## src/rtl/ar_pkg.sv

```systemverilog
package ar_pkg;
  typedef enum logic [2:0] {
    RG_NONE, RG_DRAM, RG_ROM, RG_TIMER, RG_INTC, RG_UART, RG_DISK
  } region_e;

  typedef enum logic [1:0] {ST_IDLE, ST_RUN, ST_RESP} state_e;

  localparam logic [31:0] ROM_LO  = 32'h0000_1020;
  localparam logic [31:0] ROM_HI  = 32'h0000_1FFF;
  localparam logic [31:0] TMR_LO  = 32'h0200_0000;
  localparam logic [31:0] TMR_HI  = 32'h0200_FFFF;
  localparam logic [31:0] INTC_LO = 32'h0C00_0000;
  localparam logic [31:0] INTC_HI = 32'h0FFF_FFFF;
  localparam logic [31:0] UART_LO = 32'h1000_0000;
  localparam logic [31:0] UART_HI = 32'h1000_00FF;
  localparam logic [31:0] DISK_LO = 32'h1000_1000;
  localparam logic [31:0] DISK_HI = 32'h1000_1FFF;
endpackage

```

## src/rtl/ar_decode.sv

```systemverilog
module ar_decode
  import ar_pkg::*;
#(
  parameter int ADDR_W = 64,
  parameter logic [ADDR_W-1:0] DRAM_BASE = 'h8000_0000,
  parameter logic [ADDR_W-1:0] MEM_BYTES = 'h0800_0000
) (
  input  logic [ADDR_W-1:0] addr,
  output region_e           region,
  output logic [ADDR_W-1:0] dram_off,
  output logic [11:0]       rom_idx,
  output logic              in_cap
);
  logic        hi_zero;
  logic [31:0] lo;

  assign lo       = addr[31:0];
  assign hi_zero  = (addr[ADDR_W-1:32] == '0);
  assign dram_off = addr - DRAM_BASE;
  assign in_cap   = (dram_off < MEM_BYTES);
  assign rom_idx  = lo[11:0] - 12'h020;

  always_comb begin
    region = RG_NONE;
    if (addr >= DRAM_BASE)                               region = RG_DRAM;
    else if (hi_zero && lo >= ROM_LO  && lo <= ROM_HI)   region = RG_ROM;
    else if (hi_zero && lo >= TMR_LO  && lo <= TMR_HI)   region = RG_TIMER;
    else if (hi_zero && lo >= INTC_LO && lo <= INTC_HI)  region = RG_INTC;
    else if (hi_zero && lo >= UART_LO && lo <= UART_HI)  region = RG_UART;
    else if (hi_zero && lo >= DISK_LO && lo <= DISK_HI)  region = RG_DISK;
  end
endmodule

```

## src/rtl/ar_seq.sv

```systemverilog
module ar_seq
  import ar_pkg::*;
#(
  parameter int ADDR_W = 64,
  parameter logic [ADDR_W-1:0] DRAM_BASE = 'h8000_0000,
  parameter logic [ADDR_W-1:0] MEM_BYTES = 'h0800_0000
) (
  input  logic              clk,
  input  logic              rst_n,
  input  logic              mode32,
  input  logic              req_valid,
  output logic              req_ready,
  input  logic              req_write,
  input  logic [1:0]        req_size,
  input  logic [ADDR_W-1:0] req_addr,
  input  logic [63:0]       req_wdata,
  output logic              rsp_valid,
  input  logic              rsp_ready,
  output logic [63:0]       rsp_rdata,
  output logic              rsp_err,
  output logic              mem_valid,
  input  logic              mem_ready,
  output logic              mem_write,
  output logic [1:0]        mem_size,
  output logic [ADDR_W-1:0] mem_offset,
  output logic [63:0]       mem_wdata,
  input  logic [63:0]       mem_rdata,
  output logic              dev_valid,
  input  logic              dev_ready,
  output logic              dev_write,
  output logic [1:0]        dev_sel,
  output logic [31:0]       dev_addr,
  output logic [7:0]        dev_wdata,
  input  logic [7:0]        dev_rdata,
  output logic [11:0]       rom_idx,
  input  logic [7:0]        rom_rdata
);
  localparam int SUM_W = ADDR_W + 1;

  state_e            state;
  logic              q_write, q_fast, q_m32, err;
  logic [1:0]        q_size;
  logic [ADDR_W-1:0] q_addr;
  logic [63:0]       q_wdata, acc;
  logic [2:0]        idx, last_idx;

  // Head decode: classifies the incoming request for the single-transaction path.
  logic [ADDR_W-1:0] h_addr, h_off;
  logic [SUM_W-1:0]  h_sum;
  logic [11:0]       h_rom;
  logic              h_cap, h_wrap;
  region_e           h_region;
  logic [2:0]        h_last;

  assign h_addr = mode32 ? {{(ADDR_W-32){1'b0}}, req_addr[31:0]} : req_addr;
  assign h_last = 3'((4'd1 << req_size) - 4'd1);
  assign h_sum  = {1'b0, h_addr} + SUM_W'(h_last);
  assign h_wrap = mode32 ? h_sum[32] : h_sum[ADDR_W];

  ar_decode #(.ADDR_W(ADDR_W), .DRAM_BASE(DRAM_BASE), .MEM_BYTES(MEM_BYTES)) u_head_dec (
    .addr(h_addr), .region(h_region), .dram_off(h_off), .rom_idx(h_rom), .in_cap(h_cap)
  );

  // Byte decode: routes each byte of a fanned-out access by its own address.
  logic [ADDR_W-1:0] b_sum, b_addr, b_off;
  logic [11:0]       b_rom;
  logic              b_cap;
  region_e           b_region;

  assign b_sum  = q_addr + ADDR_W'(idx);
  assign b_addr = q_m32 ? {{(ADDR_W-32){1'b0}}, b_sum[31:0]} : b_sum;

  ar_decode #(.ADDR_W(ADDR_W), .DRAM_BASE(DRAM_BASE), .MEM_BYTES(MEM_BYTES)) u_byte_dec (
    .addr(b_addr), .region(b_region), .dram_off(b_off), .rom_idx(b_rom), .in_cap(b_cap)
  );

  assign last_idx = 3'((4'd1 << q_size) - 4'd1);

  // Step datapath
  logic        step_done, step_err;
  logic [7:0]  step_byte;
  logic [63:0] fast_data, fast_mask;
  logic [7:0]  wr_byte;

  assign wr_byte   = q_wdata[{idx, 3'b000} +: 8];
  assign fast_mask = (q_size == 2'd3) ? '1 : ((64'd1 << (7'd8 << q_size)) - 64'd1);
  assign fast_data = mem_rdata & fast_mask;

  always_comb begin
    mem_valid  = 1'b0;
    mem_write  = q_write;
    mem_size   = 2'd0;
    mem_offset = b_off;
    mem_wdata  = {56'd0, wr_byte};
    dev_valid  = 1'b0;
    dev_write  = q_write;
    dev_sel    = 2'd0;
    dev_addr   = b_addr[31:0];
    dev_wdata  = wr_byte;
    rom_idx    = b_rom;
    step_done  = 1'b0;
    step_err   = 1'b0;
    step_byte  = 8'd0;
    if (state == ST_RUN) begin
      if (q_fast) begin
        mem_valid = 1'b1;
        mem_size  = q_size;
        mem_wdata = q_wdata;
        step_done = mem_ready;
      end else begin
        unique case (b_region)
          RG_DRAM: begin
            mem_valid = 1'b1;
            step_done = mem_ready;
            step_byte = mem_rdata[7:0];
          end
          RG_ROM: begin
            step_done = 1'b1;
            step_err  = q_write;
            step_byte = q_write ? 8'd0 : rom_rdata;
          end
          RG_TIMER, RG_INTC, RG_UART, RG_DISK: begin
            dev_valid = 1'b1;
            unique case (b_region)
              RG_TIMER: dev_sel = 2'd0;
              RG_INTC:  dev_sel = 2'd1;
              RG_UART:  dev_sel = 2'd2;
              default:  dev_sel = 2'd3;
            endcase
            step_done = dev_ready;
            step_byte = dev_rdata;
          end
          default: begin
            step_done = 1'b1;
            step_err  = 1'b1;
          end
        endcase
      end
    end
  end

  always_ff @(posedge clk) begin
    if (!rst_n) begin
      state   <= ST_IDLE;
      q_write <= 1'b0;
      q_fast  <= 1'b0;
      q_m32   <= 1'b0;
      q_size  <= 2'd0;
      q_addr  <= '0;
      q_wdata <= '0;
      acc     <= '0;
      err     <= 1'b0;
      idx     <= 3'd0;
    end else begin
      unique case (state)
        ST_IDLE: if (req_valid) begin
          state   <= ST_RUN;
          q_write <= req_write;
          q_size  <= req_size;
          q_addr  <= h_addr;
          q_m32   <= mode32;
          q_wdata <= req_wdata;
          q_fast  <= (h_region == RG_DRAM) && !h_wrap;
          acc     <= '0;
          err     <= 1'b0;
          idx     <= 3'd0;
        end
        ST_RUN: if (step_done) begin
          if (q_fast) begin
            if (!q_write) acc <= fast_data;
            state <= ST_RESP;
          end else begin
            if (!q_write) acc[{idx, 3'b000} +: 8] <= step_byte;
            err <= err | step_err;
            if (idx == last_idx) state <= ST_RESP;
            else                 idx   <= idx + 3'd1;
          end
        end
        default: if (rsp_ready) state <= ST_IDLE;
      endcase
    end
  end

  assign req_ready = (state == ST_IDLE);
  assign rsp_valid = (state == ST_RESP);
  assign rsp_rdata = acc;
  assign rsp_err   = err;

  p_rsp_hold_r1: assert property (@(posedge clk) disable iff (!rst_n)
    rsp_valid && !rsp_ready |=> rsp_valid && $stable(rsp_rdata) && $stable(rsp_err));
  p_busy_r1: assert property (@(posedge clk) disable iff (!rst_n)
    (mem_valid || dev_valid || rsp_valid) |-> !req_ready);
  p_mem_hold_r10: assert property (@(posedge clk) disable iff (!rst_n)
    mem_valid && !mem_ready |=> mem_valid && $stable(mem_offset) && $stable(mem_size));
  p_dev_hold_r10: assert property (@(posedge clk) disable iff (!rst_n)
    dev_valid && !dev_ready |=> dev_valid && $stable(dev_addr) && $stable(dev_sel));
  p_one_target_r10: assert property (@(posedge clk) disable iff (!rst_n)
    !(mem_valid && dev_valid));
  p_wr_zero_r9: assert property (@(posedge clk) disable iff (!rst_n)
    rsp_valid && q_write |-> rsp_rdata == 64'd0);
endmodule

```

## src/rtl/addr_router.sv

```systemverilog
module addr_router
  import ar_pkg::*;
#(
  parameter int ADDR_W = 64,
  parameter logic [ADDR_W-1:0] DRAM_BASE = 'h8000_0000,
  parameter logic [ADDR_W-1:0] MEM_BYTES = 'h0800_0000
) (
  input  logic              clk,
  input  logic              rst_n,
  input  logic              mode32,
  input  logic              req_valid,
  output logic              req_ready,
  input  logic              req_write,
  input  logic [1:0]        req_size,
  input  logic [ADDR_W-1:0] req_addr,
  input  logic [63:0]       req_wdata,
  output logic              rsp_valid,
  input  logic              rsp_ready,
  output logic [63:0]       rsp_rdata,
  output logic              rsp_err,
  output logic              mem_valid,
  input  logic              mem_ready,
  output logic              mem_write,
  output logic [1:0]        mem_size,
  output logic [ADDR_W-1:0] mem_offset,
  output logic [63:0]       mem_wdata,
  input  logic [63:0]       mem_rdata,
  output logic              dev_valid,
  input  logic              dev_ready,
  output logic              dev_write,
  output logic [1:0]        dev_sel,
  output logic [31:0]       dev_addr,
  output logic [7:0]        dev_wdata,
  input  logic [7:0]        dev_rdata,
  output logic [11:0]       rom_idx,
  input  logic [7:0]        rom_rdata,
  input  logic [ADDR_W-1:0] qry_addr,
  output logic              qry_ok
);
  ar_seq #(.ADDR_W(ADDR_W), .DRAM_BASE(DRAM_BASE), .MEM_BYTES(MEM_BYTES)) u_seq (
    .clk(clk), .rst_n(rst_n), .mode32(mode32),
    .req_valid(req_valid), .req_ready(req_ready), .req_write(req_write),
    .req_size(req_size), .req_addr(req_addr), .req_wdata(req_wdata),
    .rsp_valid(rsp_valid), .rsp_ready(rsp_ready), .rsp_rdata(rsp_rdata), .rsp_err(rsp_err),
    .mem_valid(mem_valid), .mem_ready(mem_ready), .mem_write(mem_write),
    .mem_size(mem_size), .mem_offset(mem_offset), .mem_wdata(mem_wdata), .mem_rdata(mem_rdata),
    .dev_valid(dev_valid), .dev_ready(dev_ready), .dev_write(dev_write), .dev_sel(dev_sel),
    .dev_addr(dev_addr), .dev_wdata(dev_wdata), .dev_rdata(dev_rdata),
    .rom_idx(rom_idx), .rom_rdata(rom_rdata)
  );

  // Validity query: combinational, uses the live mode32.
  logic [ADDR_W-1:0] q_masked, q_off;
  logic [11:0]       q_rom;
  logic              q_cap;
  region_e           q_region;

  assign q_masked = mode32 ? {{(ADDR_W-32){1'b0}}, qry_addr[31:0]} : qry_addr;

  ar_decode #(.ADDR_W(ADDR_W), .DRAM_BASE(DRAM_BASE), .MEM_BYTES(MEM_BYTES)) u_qry_dec (
    .addr(q_masked), .region(q_region), .dram_off(q_off), .rom_idx(q_rom), .in_cap(q_cap)
  );

  assign qry_ok = (q_region == RG_DRAM) ? q_cap : (q_region != RG_NONE);

  p_qry_mask_r7: assert property (@(posedge clk) disable iff (!rst_n)
    mode32 && $stable(mode32) && $stable(qry_addr[31:0]) |-> $stable(qry_ok));
endmodule

```

## config.mk

```make
export PLATFORM = sky130hd
export DESIGN_NAME = addr_router
export DESIGN_NICKNAME = d
export VERILOG_FILES = /design/src/rtl/ar_pkg.sv /design/src/rtl/ar_decode.sv /design/src/rtl/ar_seq.sv /design/src/rtl/addr_router.sv
export SDC_FILE = /design/constraint.sdc
export NUM_CORES = 1
export LEC_CHECK = 0
export BUFFER_PORTS_ARGS = -buffer_cell sky130_fd_sc_hd__buf_2
export CAP_MARGIN = 20
export CORE_AREA = 2 2 211 213
export DETAILED_ROUTE_END_ITERATION = 12
export DIE_AREA = 0 0 213 215
export MAX_ROUTING_LAYER = met4
export PLACE_DENSITY = 0.62
export SYNTH_ARGS = -nofsm -noshare
export SYNTH_HDL_FRONTEND = slang
export SYNTH_SLANG_ARGS = --single-unit
```

## constraint.sdc

```tcl
create_clock -name clk -period 7.2 [get_ports clk]
set_clock_uncertainty 0.2 [all_clocks]
set_input_delay 0.36 -clock clk [delete_from_list [all_inputs] [get_ports clk]]
set_output_delay 0.36 -clock clk [all_outputs]
set_load 0.005 [all_outputs]
```

Word-level counts from Yosys, hierarchy flattened:

Index checks and enable logic that the tools add are counted.

* register bits after elaboration: 203
* bits of input ports: 282
* word-level logic and storage cells: 197

* add/subtract/negate cells: 10
* $lt $le $gt $ge: 34
* equal/unequal tests: 18
* shift-type cells: 7
* muxes and demuxes: 70
* bitwise logic cells: 2
* reductions and logical operators: 46

Operator list (number)
* 64-bit 2-to-1 mux: 11
* 32-bit by 29-bit greater-or-equal comparator with 1-bit output, second input constant: 6
* 64-bit by 32-bit greater-or-equal comparator with 1-bit output, second input constant: 3
* 32-bit by 29-bit <= comparator with 1-bit output, second input constant: 6
* 64-bit case mux with 2 select lines: 1
* 64-bit by 32-bit subtractor with 64-bit output, second input constant: 2
* 32-bit by 13-bit greater-or-equal comparator with 1-bit output, second input constant: 3
* 32-bit by 26-bit greater-or-equal comparator with 1-bit output, second input constant: 3
* 32-bit by 28-bit greater-or-equal comparator with 1-bit output, second input constant: 3
* 32-bit by 13-bit <= comparator with 1-bit output, second input constant: 3
* 32-bit by 26-bit <= comparator with 1-bit output, second input constant: 3
* 32-bit by 28-bit <= comparator with 1-bit output, second input constant: 3
* 32-bit logical NOT: 3
* 3-bit 2-to-1 mux: 22
* 64-bit by 3-bit adder with 65-bit output: 1
* 64-bit by 3-bit adder with 64-bit output: 1
* 64-bit AND: 1
* 64-bit bitwise mux: 1
* 64-bit by 28-bit less-than comparator with 1-bit output, second input constant: 1
* 8-bit by 8-bit variable shift with 64-bit output, first input constant: 1
* 64-bit by 7-bit variable part select with 8-bit output: 1
* 8-bit by 8-bit variable part select with 64-bit output: 1
* 1-bit by 7-bit << shifter with 64-bit output, first input constant: 1
* 64-bit by 1-bit subtractor with 64-bit output, second input constant: 1
* 34 further kinds: 105

Longest topological paths before layout:

Gate-level depths: netlist of run 1.

* depth in word-level cells: 22
* depth in mapped cells: 18

Hierarchy:

From an unflattened synthesis of run 1, not the netlist that was laid out.

* cell total of the unflattened synthesis: 2207
* area total of the unflattened synthesis: 16125.5 sq um

Modules (own cells, without submodules)
* ar_seq: times used 1, cells an instance 1526, area each 11524.8 sq um
* ar_decode: times used 3, cells an instance 215, area each 1456.4 sq um
* addr_router: times used 1, cells an instance 36, area each 231.5 sq um

Worst setup path before layout of run 1:

No wires, ideal clock.

* path type: reg-to-output
* start point: register u_seq.idx[1]
* end point: output dev_sel[1]
* data arrival time: 4.933 ns
* path slack: 1.707 ns
* stages on the path, launching flop included: 18
* path through: dfxtp_1 -> clkbuf_1 -> clkbuf_1 -> inv_1 -> fa_1 -> and2b_1 -> o21ai_2 -> or4_1 -> clkbuf_1 -> o31a_1 -> nor4_2 -> a41oi_1 -> nor4_1 -> buf_2 -> buf_2 -> nand2_1 -> or4b_2 -> a21oi_1

* word-level cells in the longest chain between the ends: 16
* elaborated cells on any way between the ends: 39
* classes of those cells: add/sub: 1; order compare: 11; eq/ne: 4; mux: 11; reduce/logical: 12

RTL lines
* from (decl): line ar_seq.sv:45 `logic [2:0] idx, last_idx;`
* from (signal assigned): line ar_seq.sv:176 `else idx <= idx + 3'd1;`
* 64-bit by 3-bit adder with 64-bit output (*): line ar_seq.sv:70 `assign b_sum = q_addr + ADDR_W'(idx);`
* 64-bit 2-to-1 mux (*): line ar_seq.sv:71 `assign b_addr = q_m32 ? {{(ADDR_W-32){1'b0}}, b_sum[31:0]} : b_sum;`
* 32-bit by 29-bit greater-or-equal comparator with 1-bit output or 32-bit logical NOT (tied branches): line ar_decode.sv:30, ar_decode.sv:18
* 1-bit logical AND (2 in series): line ar_decode.sv:30 `else if (hi_zero && lo >= DISK_LO && lo <= DISK_HI) region = RG_DISK;`
* 3-bit 2-to-1 mux: line ar_decode.sv:30
* 3-bit 2-to-1 mux: line ar_decode.sv:29 `else if (hi_zero && lo >= UART_LO && lo <= UART_HI) region = RG_UART;`
* 3-bit 2-to-1 mux: line ar_decode.sv:28 `else if (hi_zero && lo >= INTC_LO && lo <= INTC_HI) region = RG_INTC;`
* 3-bit 2-to-1 mux: line ar_decode.sv:27 `else if (hi_zero && lo >= TMR_LO && lo <= TMR_HI) region = RG_TIMER;`
* 3-bit 2-to-1 mux: line ar_decode.sv:26 `else if (hi_zero && lo >= ROM_LO && lo <= ROM_HI) region = RG_ROM;`
* 3-bit 2-to-1 mux (*): line ar_decode.sv:25 `if (addr >= DRAM_BASE) region = RG_DRAM;`
* 3-bit == test (tied with other cells): line ar_seq.sv:111, ar_seq.sv:124
* 2-bit case mux with 3 select lines or 4-bit OR reduction (tied branches): line ar_seq.sv:124, ar_seq.sv:111
* 2-bit 2-to-1 mux (*): line ar_seq.sv:111 `unique case (b_region)`
* 2-bit 2-to-1 mux (*): line ar_seq.sv:105 `if (q_fast) begin`
* 2-bit 2-to-1 mux (*): line ar_seq.sv:104 `if (state == ST_RUN) begin`
* to (decl): line addr_router.sv:31 `output logic [1:0] dev_sel,`

Mark *: on every way between the ends. The rest lies on a longest branch, timed or not.

Worst setup path after layout of run 1:

* start point: register u_seq.idx[1]
* end point: output mem_offset[63]

* word-level cells in the longest chain between the ends: 3

RTL lines
* 64-bit by 3-bit adder with 64-bit output: line ar_seq.sv:70
* 64-bit 2-to-1 mux: line ar_seq.sv:71
* 64-bit by 32-bit subtractor with 64-bit output: line ar_decode.sv:19 `assign dram_off = addr - DRAM_BASE;`
* to (decl): line addr_router.sv:25 `output logic [ADDR_W-1:0] mem_offset,`

Every way passes these cells.

==> results of run 1 <==
## registers in the layout, summed over array words and instances, names as in the netlist
register and flops:
u_seq.q_addr 64, u_seq.rsp_err 1, u_seq.q_wdata 64, u_seq.state 2, u_seq.q_fast 1, u_seq.rsp_rdata 64
u_seq.q_size 2, u_seq.q_m32 1, u_seq.dev_write 1, u_seq.idx 3
## worst min path at each step
| stage | from | endpoint | depth (start not counted) |
|---|---|---|---|
| 2_1_floorplan | u_seq.rsp_err | u_seq.rsp_err | 2 |
| 3_3_place_gp | u_seq.rsp_err | u_seq.rsp_err | 2 |
| 3_5_place_dp | u_seq.rsp_err | u_seq.rsp_err | 2 |
| 4_1_cts | mode32 | u_seq.q_m32 | 3 |
| 5_1_grt | mode32 | u_seq.q_m32 | 3 |
| 6_report | mode32 | u_seq.q_m32 | 3 |
## routing by layer
| metal | vias up | share of wire | track usage |
|---|---|---|---|
| met1 | 8143 | 0.41 | 0.323 |
| met2 | 886 | 0.47 | 0.443 |
| met3 | 209 | 0.077 | 0.0507 |
| met5 | - | 0 | - |
| met4 | 0 | 0.051 | 0.120 |
| li1 | 8039 | - | - |
## kinds of logic after synthesis
logic type	after synthesis	synth area share
XOR/XNOR	78	0.0479
flip-flops	203	0.285
AO/OA/AOI/OAI	506	0.250
buffers and inverters	219	0.0752
adder cells (fa/ha/maj)	13	0.0119
multiplexers	25	0.0318
AND/OR/NAND/NOR	858	0.299
## layout make-up
type	count	area [µm²]
Tap cell	592	741
Fill cell	4298	23900
Inverter	36	135
Clock buffer	33	696
Antenna cell	5	12.5
Clock inverter	13	156
Sequential cell	203	4070
Multi-Input combinational cell	1480	9150
Timing Repair Buffer	748	4830
## cells in the final DEF (no fill, tap or decap), types with 15 or more instances in the layout
cell type / netlist / routed
a21oi_1: 77 / 77
o21ai_0: 84 / 84
or4_1: 17 / 17
buf_4: 42 / 17
a31oi_1: 36 / 36
xor2_1: 24 / 24
dlygate4sd3_1: 0 / 197
buf_2: 17 / 531
nand2b_1: 15 / 15
o21a_1: 15 / 15
mux4_2: 16 / 16
nor4_1: 39 / 38
clkbuf_16: 0 / 25
dfxtp_1: 203 / 201
nand2_1: 358 / 358
and3_1: 76 / 76
a21boi_0: 133 / 133
nand4_1: 44 / 44
a2bb2oi_1: 42 / 42
nor3_1: 49 / 48
nor2_1: 91 / 91
xnor2_1: 54 / 54
o21ai_1: 16 / 16
nand3_1: 81 / 81
inv_1: 35 / 35
## power groups by stage
stage | sequential (mW) | clock (mW) | combinational [mW]
finish | 1.43 | 1.32 | 1.52
global route | 1.45 | 1.39 | 1.65
CTS | 1.42 | 1.35 | 1.50
detailed placement | 1.45 | 0 | 1.41
global placement | 1.44 | 0 | 1.40
floorplan | 1.38 | 0 | 0.883
## worst max-delay path: cells and delay by family, from the launching register on
| kind | cells | cell delay [ps] |
|---|---|---|
| AOI/OAI and AO/OA | 2 | 600 |
| xor gates and xnor gates | 1 | 240 |
| adders and majority gates | 2 | 740 |
| buffers and inverters | 2 | 310 |
| DFF | 1 | 330 |
| muxes | 1 | 380 |
| and+or+nand+nor | 7 | 2400 |
## metrics by stage
stage | util | hold WS [ps] | power [mW] | instances | setup slack, ps
after floorplan | - | 240 | 2.27 | 1902 | 1710
after global placement | 0.387 | 238 | 2.84 | 2859 | 1430
after detailed placement | 0.387 | 244 | 2.86 | 2860 | 1340
after CTS | 0.452 | 33.8 | 4.27 | 3102 | 1010
after global routing | 0.453 | 88.4 | 4.49 | 3109 | 790
final | 0.453 | 62.0 | 4.27 | 3110 | 1100
## repair_timing
action,4_1_cts,5_1_grt
hold buffers,196,1
endpoints found under the setup margin,0,0
gates resized for setup,0,0
hold endpoints to repair,197,13
==> summary.txt, run 1 <==
Clock tree
  • Clock latency on the worst-skew pair: between 500 and 600 ps
  • Total setup buffers inserted after CTS: 0
  • Clock transition at path regs: approximately 60 ps
  • Htree depth: 1
  • CTS tree: yes
  • TritonCTS buffer count: 25
  • Clock buffer depth: 3
  • CTS root buffer: clkbuf_16
  • Clock sink count: between 200 and 250

Synthesis
  • Synth Register Bits: around 200
  • Register area share after synthesis: 0.285
  • Largest area contributor in the netlist: dfxtp_1
  • Top cells by area, synth: dfxtp_1 (28%), nand2_1 (9.4%), a21boi_0 (7.0%)
  • Distinct cells, synth: 84
  • Syn Inst Count: 1902
  • Syn Nets: around 2200
  • Top FF cell, synth: dfxtp_1
  • Commonest cells in the netlist: nand2_1 (358), dfxtp_1 (203), a21boi_0 (133), clkbuf_1 (105), nor2_1 (91)
  • Cell area after synthesis: 0.0143 mm²
  • Ys async rst share: 0
  • Synth Warn #: 0
  • EDFF count, synth: 0
  • Most numerous cell in the Yosys netlist: nand2_1
  • Yosys top cell area share: 0.285
  • Avg Inst Size Synth: roughly 7.5 µm²

Power and ir drop
  • Leak Pwr: ~8.5 nW
  • Pwr dens: 216 mW/mm²
  • Combinational power share: 0.356
  • Net Switching: roughly 1.6 mW
  • Maximum vdd ir drop: between 0.15 and 0.2 mV
  • Sw Share: 0.370
  • Seq pwr share: 0.335
  • Clock power frac: 0.309
  • Cell internal pwr: approximately 2.7 mW

Worst setup path
  • CP startpoint kind: flip-flop
  • Data required, critical path: 6640 ps
  • Worst r2r src: u_seq.q_addr[8]
  • CP Max Fanout: 8
  • Worst Setup End Kind: output port
  • Crit path launch: u_seq.idx[1]
  • CP cell instances: inv_1, fa_1, and2b_1, o2111ai_1, nor4_1, mux2i_1, ha_1, o2111ai_1, nor4_1, and3_1, and3b_1, and4b_1, nand2_1, xnor2_1, buf_2
  • Slowest stage delay, CP: ~520 ps
  • Worst-case reg-to-reg path depth: 11
  • CP max stage cell: nor4_1
  • Arr. time, crit path: approximately 5500 ps
  • Setup CP Type: flip-flop to output port
  • Worst R2R End: u_seq.rsp_rdata[4]
  • Setup crit end: mem_offset[63]
  • Reg2reg setup slack: between 1000 and 1500 ps

Outcome
  • Status: complete, no violations

Worst hold path
  • Path type of the worst min-delay path: primary input to flip-flop

Place
  • Detailed Place HPWL: between 40 and 50 mm
  • Placed cell areas: about 0.017 mm²
  • Port buffer count: about 530
  • GPL Wtd Cong: between 0.9 and 1

Global route
  • Vias in the first global route: 16700
  • GRT overflow: 0
  • Initial antenna violation count: 5
  • GRT Util Overall: 0.271
  • Largest net degree at the start of global routing: 119
  • First-pass GRT wire length: 95.3 mm

Final layout
  • Layout cell share with drive strength beyond 1: 0.258
  • Layout Nets: about 2800
  • P&R area growth vs syn: 38.7%
  • Finished Cell Area: 0.0198 mm²

Timing
  • Tcrit/Tclk final: 0.847
  • Final min period: about 6000 ps
  • RSZ-0062 raised after global routing: false
  • F_max: approximately 0.16 GHz
  • Hold Vio Cnt, Final: 0
  • Relative slew slack: 0.259
  • Worst-margin pin slew: 1100 ps
  • Fin Setup TNS: 0 ps
  • Max Slew Vio Count: 0
  • Setup violators final: 0

Die
  • Overall die area: ~0.046 mm²
  • Initial core utilization: 0.327
  • Die height: ~220 µm
  • Horiz. Die Dim: around 210 µm
  • Core area: approximately 0.044 mm²
  • # IOs: about 540
  • Core Rows: 77

Drt
  • DRT iter0 DRCs: roughly 1500
  • Vias/cell: 5.56
  • Drt total wl: between 60 and 70 mm
  • Detailed Routing Iterations Pass 1: 6
  • Post-DRT Antenna Nets: 0
  • WL per Instance: approximately 20 µm
  • Via count: 17300
  • Drt drc: 0

Run
  • Max-cap check violation count: 0
No activity file was read; power rests on OpenSTA's default activity.
==> run 2: changes to the inputs <==
- PLACE_DENSITY: 0.62 -> 0.64
- clock period: 7.2 -> 5.4 ns (I/O delays scaled with it)
==> run 2 against run 1 <==
  * Worst setup slack lost 940 ps
  * Highest routed layer unchanged
  * Die area is the same
  * Cell count grew 2.1%
  * Count of clock-buffer cells in the layout grew 5
==> summary.txt, run 2 (synthesis gave the netlist of run 1 again) <==
Timing
  • Max Slew Vio Count: 0 (unchanged)
  • RSZ-0062 raised after global routing: true
  • WHS: 69.7 ps (+7.74 ps)
  • Setup violators final: 0 (unchanged)
  • F_max: around 0.19 GHz
  • Worst Setup Slack, final: 158 ps (-944 ps)
  • Tcrit/Tclk final: 0.971
  • Hold Vio Cnt, Final: 0 (unchanged)
  • Worst-margin pin slew: 908 ps (-188 ps)
  • Relative slew slack: 0.395 (+0.136)
  • Final min period: approximately 5200 ps

Power and ir drop
  • Net Switching: 2.12 mW (+34%)
  • Seq pwr share: 0.326 (-0.009)
  • Combinational power share: 0.366 (+0.010)
  • Cell internal pwr: 3.70 mW (+37%)
  • Clock power frac: 0.308 (about the same)
  • Leak Pwr: 8.83 nW (+4.1%)
  • Sw Share: 0.364 (-0.00600)
  • Maximum vdd ir drop: 0.187 mV (+9.0%)
  • Pwr dens: 285 mW/mm² (+32%)

Worst setup path
  • Arr. time, crit path: 4770 ps (-770 ps)
  • CP cell instances: inv_2, fa_1, and2b_2, o21ai_2, or4_4, o31a_1, o21a_2, nor4_4, buf_4, nand4_1, or4b_2, a21oi_2, buf_2
  • Slowest stage delay, CP: 680 ps (+160 ps)
  • Worst-case reg-to-reg path depth: 14 (+3)
  • Crit path launch: u_seq.idx[1]
  • Worst Setup End Kind: output port
  • CP max stage cell: or4b_2
  • Data required, critical path: 4930 ps (-1710 ps)
  • Setup CP Type: flip-flop to output port
  • CP startpoint kind: flip-flop
  • CP Max Fanout: 7 (-1)
  • Worst r2r src: u_seq.idx[1]

Clock tree
  • Clock transition at path regs: 60 ps (about the same)
  • TritonCTS buffer count: 25 (unchanged)
  • CTS root buffer: clkbuf_16
  • Htree depth: 1 (unchanged)
  • Clock buffer depth: 3 (unchanged)
  • CTS tree: yes
  • Clock sink count: 203 (unchanged)
  • Clock latency on the worst-skew pair: 550 ps (about the same)

Global route
  • GRT Util Overall: 0.275 (+0.00373)
  • First-pass GRT wire length: 96.5 mm (+1.2%)
  • Vias in the first global route: 16800 (+0.59%)
  • Largest net degree at the start of global routing: 92 (-23%)
  • Initial antenna violation count: 5 (unchanged)
  • GRT overflow: 0 (unchanged)

Drt
  • Vias/cell: 5.51 (-0.73%)
  • DRT iter0 DRCs: 1418 (-5.8%)
  • Drt drc: 0 (unchanged)
  • Detailed Routing Iterations Pass 1: 5 (-1)
  • Drt total wl: 63.6 mm (+0.79%)
  • WL per Instance: 20.0 µm (-1.3%)
  • Via count: 17500 (+1.3%)
  • Post-DRT Antenna Nets: 0 (unchanged)

Die
  • Core area: 0.0436 mm² (unchanged)
  • Die height: 215 µm (unchanged)
  • # IOs: 538 (unchanged)
  • Horiz. Die Dim: 213 µm (unchanged)
  • Core Rows: 77 (unchanged)
  • Overall die area: 0.0458 mm² (unchanged)
  • Initial core utilization: 0.327 (unchanged)

Worst hold path
  • Path type of the worst min-delay path: primary input to flip-flop
  • Hold Path Origin: dev_rdata[6]
  • Hold Path Stages: 5 (+2)

Place
  • Post-Place Worst Slack: 138 ps (-1200 ps)
  • Detailed Place HPWL: 46.5 mm (+0.98%)
  • GPL Wtd Cong: 0.969 (about the same)
  • Port buffer count: 532 (unchanged)

Final layout
  • Layout cell share with drive strength beyond 1: 0.283 (+0.0245)
  • Most frequent cells in the layout: buf_2 (531), nand2_1 (358), dfxtp_1 (200)
  • Commonest non-fill, non-tap cell in the layout: buf_2
  • Layout Nets: 2855 (+2.4%)
  • # fillers: 4278 (-0.47%)
  • P&R area growth vs syn: 42.9%

Outcome
  • Status: complete, no violations

Run
  • Max-cap check violation count: 0 (unchanged)
## run 2: path summary, 6_finish.rpt
path,to,slack [ps]
hold / removal,u_seq.rsp_rdata[14],70
hold reg to reg,u_seq.rsp_err,250
setup reg to reg,u_seq.state[0],230
setup / recovery,dev_sel[1],160
## run 2: timing repair
action / 4_1_cts / 5_1_grt
hold buffers: 198 / 0
pin swaps: 4 / 3
endpoints found under the hold margin: 198 / 0
endpoints found under the setup margin: 13 / 56
setup buffers: 7 / 2
resized for setup: 8 / 16
## run 2: cell type report
| cell class | instances | area, µm² | share of cell area |
|---|---|---|---|
| Antenna cell | 5 | 12.5 | 0.000614 |
| Clock buffer | 38 | 734 | 0.0360 |
| Clock inverter | 7 | 124 | 0.00608 |
| Inverter | 36 | 135 | 0.00663 |
| Multi-Input combinational cell | 1480 | 9270 | 0.455 |
| Sequential cell | 203 | 4070 | 0.200 |
| Tap cell | 592 | 741 | 0.0363 |
| Timing Repair Buffer | 814 | 5310 | 0.260 |
## run 2: through the flow
step / area (µm²) / util / std cells / TNS [ps] / power [mW]
2_1_floorplan: 14300 / - / 1902 / 0 / 3.02
3_3_place_gp: 17300 / 0.397 / 2916 / 0 / 3.84
3_5_place_dp: 17300 / 0.397 / 2917 / 0 / 3.86
4_1_cts: 20200 / 0.464 / 3167 / 0 / 5.80
5_1_grt: 20400 / 0.467 / 3174 / -34.7 / 6.10
6_report: 20400 / 0.467 / 3175 / 0 / 5.81
## run 2: power by group through the flow
stage	registers, mW	logic (mW)	clock network [mW]
2_1_floorplan	1.84	1.18	0
3_3_place_gp	1.91	1.93	0
3_5_place_dp	1.91	1.95	0
4_1_cts	1.89	2.09	1.83
5_1_grt	1.92	2.31	1.88
6_report	1.89	2.13	1.79
## run 2: metal layers
| metal | GRT usage | vias up | wire length [µm] |
|---|---|---|---|
| met5 | - | - | 0 |
| met4 | 0.115 | 0 | 3040 |
| met3 | 0.0542 | 186 | 5020 |
| met2 | 0.451 | 892 | 29900 |
| met1 | 0.327 | 8289 | 25600 |
| li1 | - | 8143 | - |
## run 2: critical path, delay by kind of cell, from the launching register on
kind                     cells  cell delay [ps]
AO/OA/AOI/OAI                4              910
buffers and inverters        3              410
adder cells (fa/ha/maj)      1              450
AND/OR/NAND/NOR              5             2050
flip-flops                   1              390
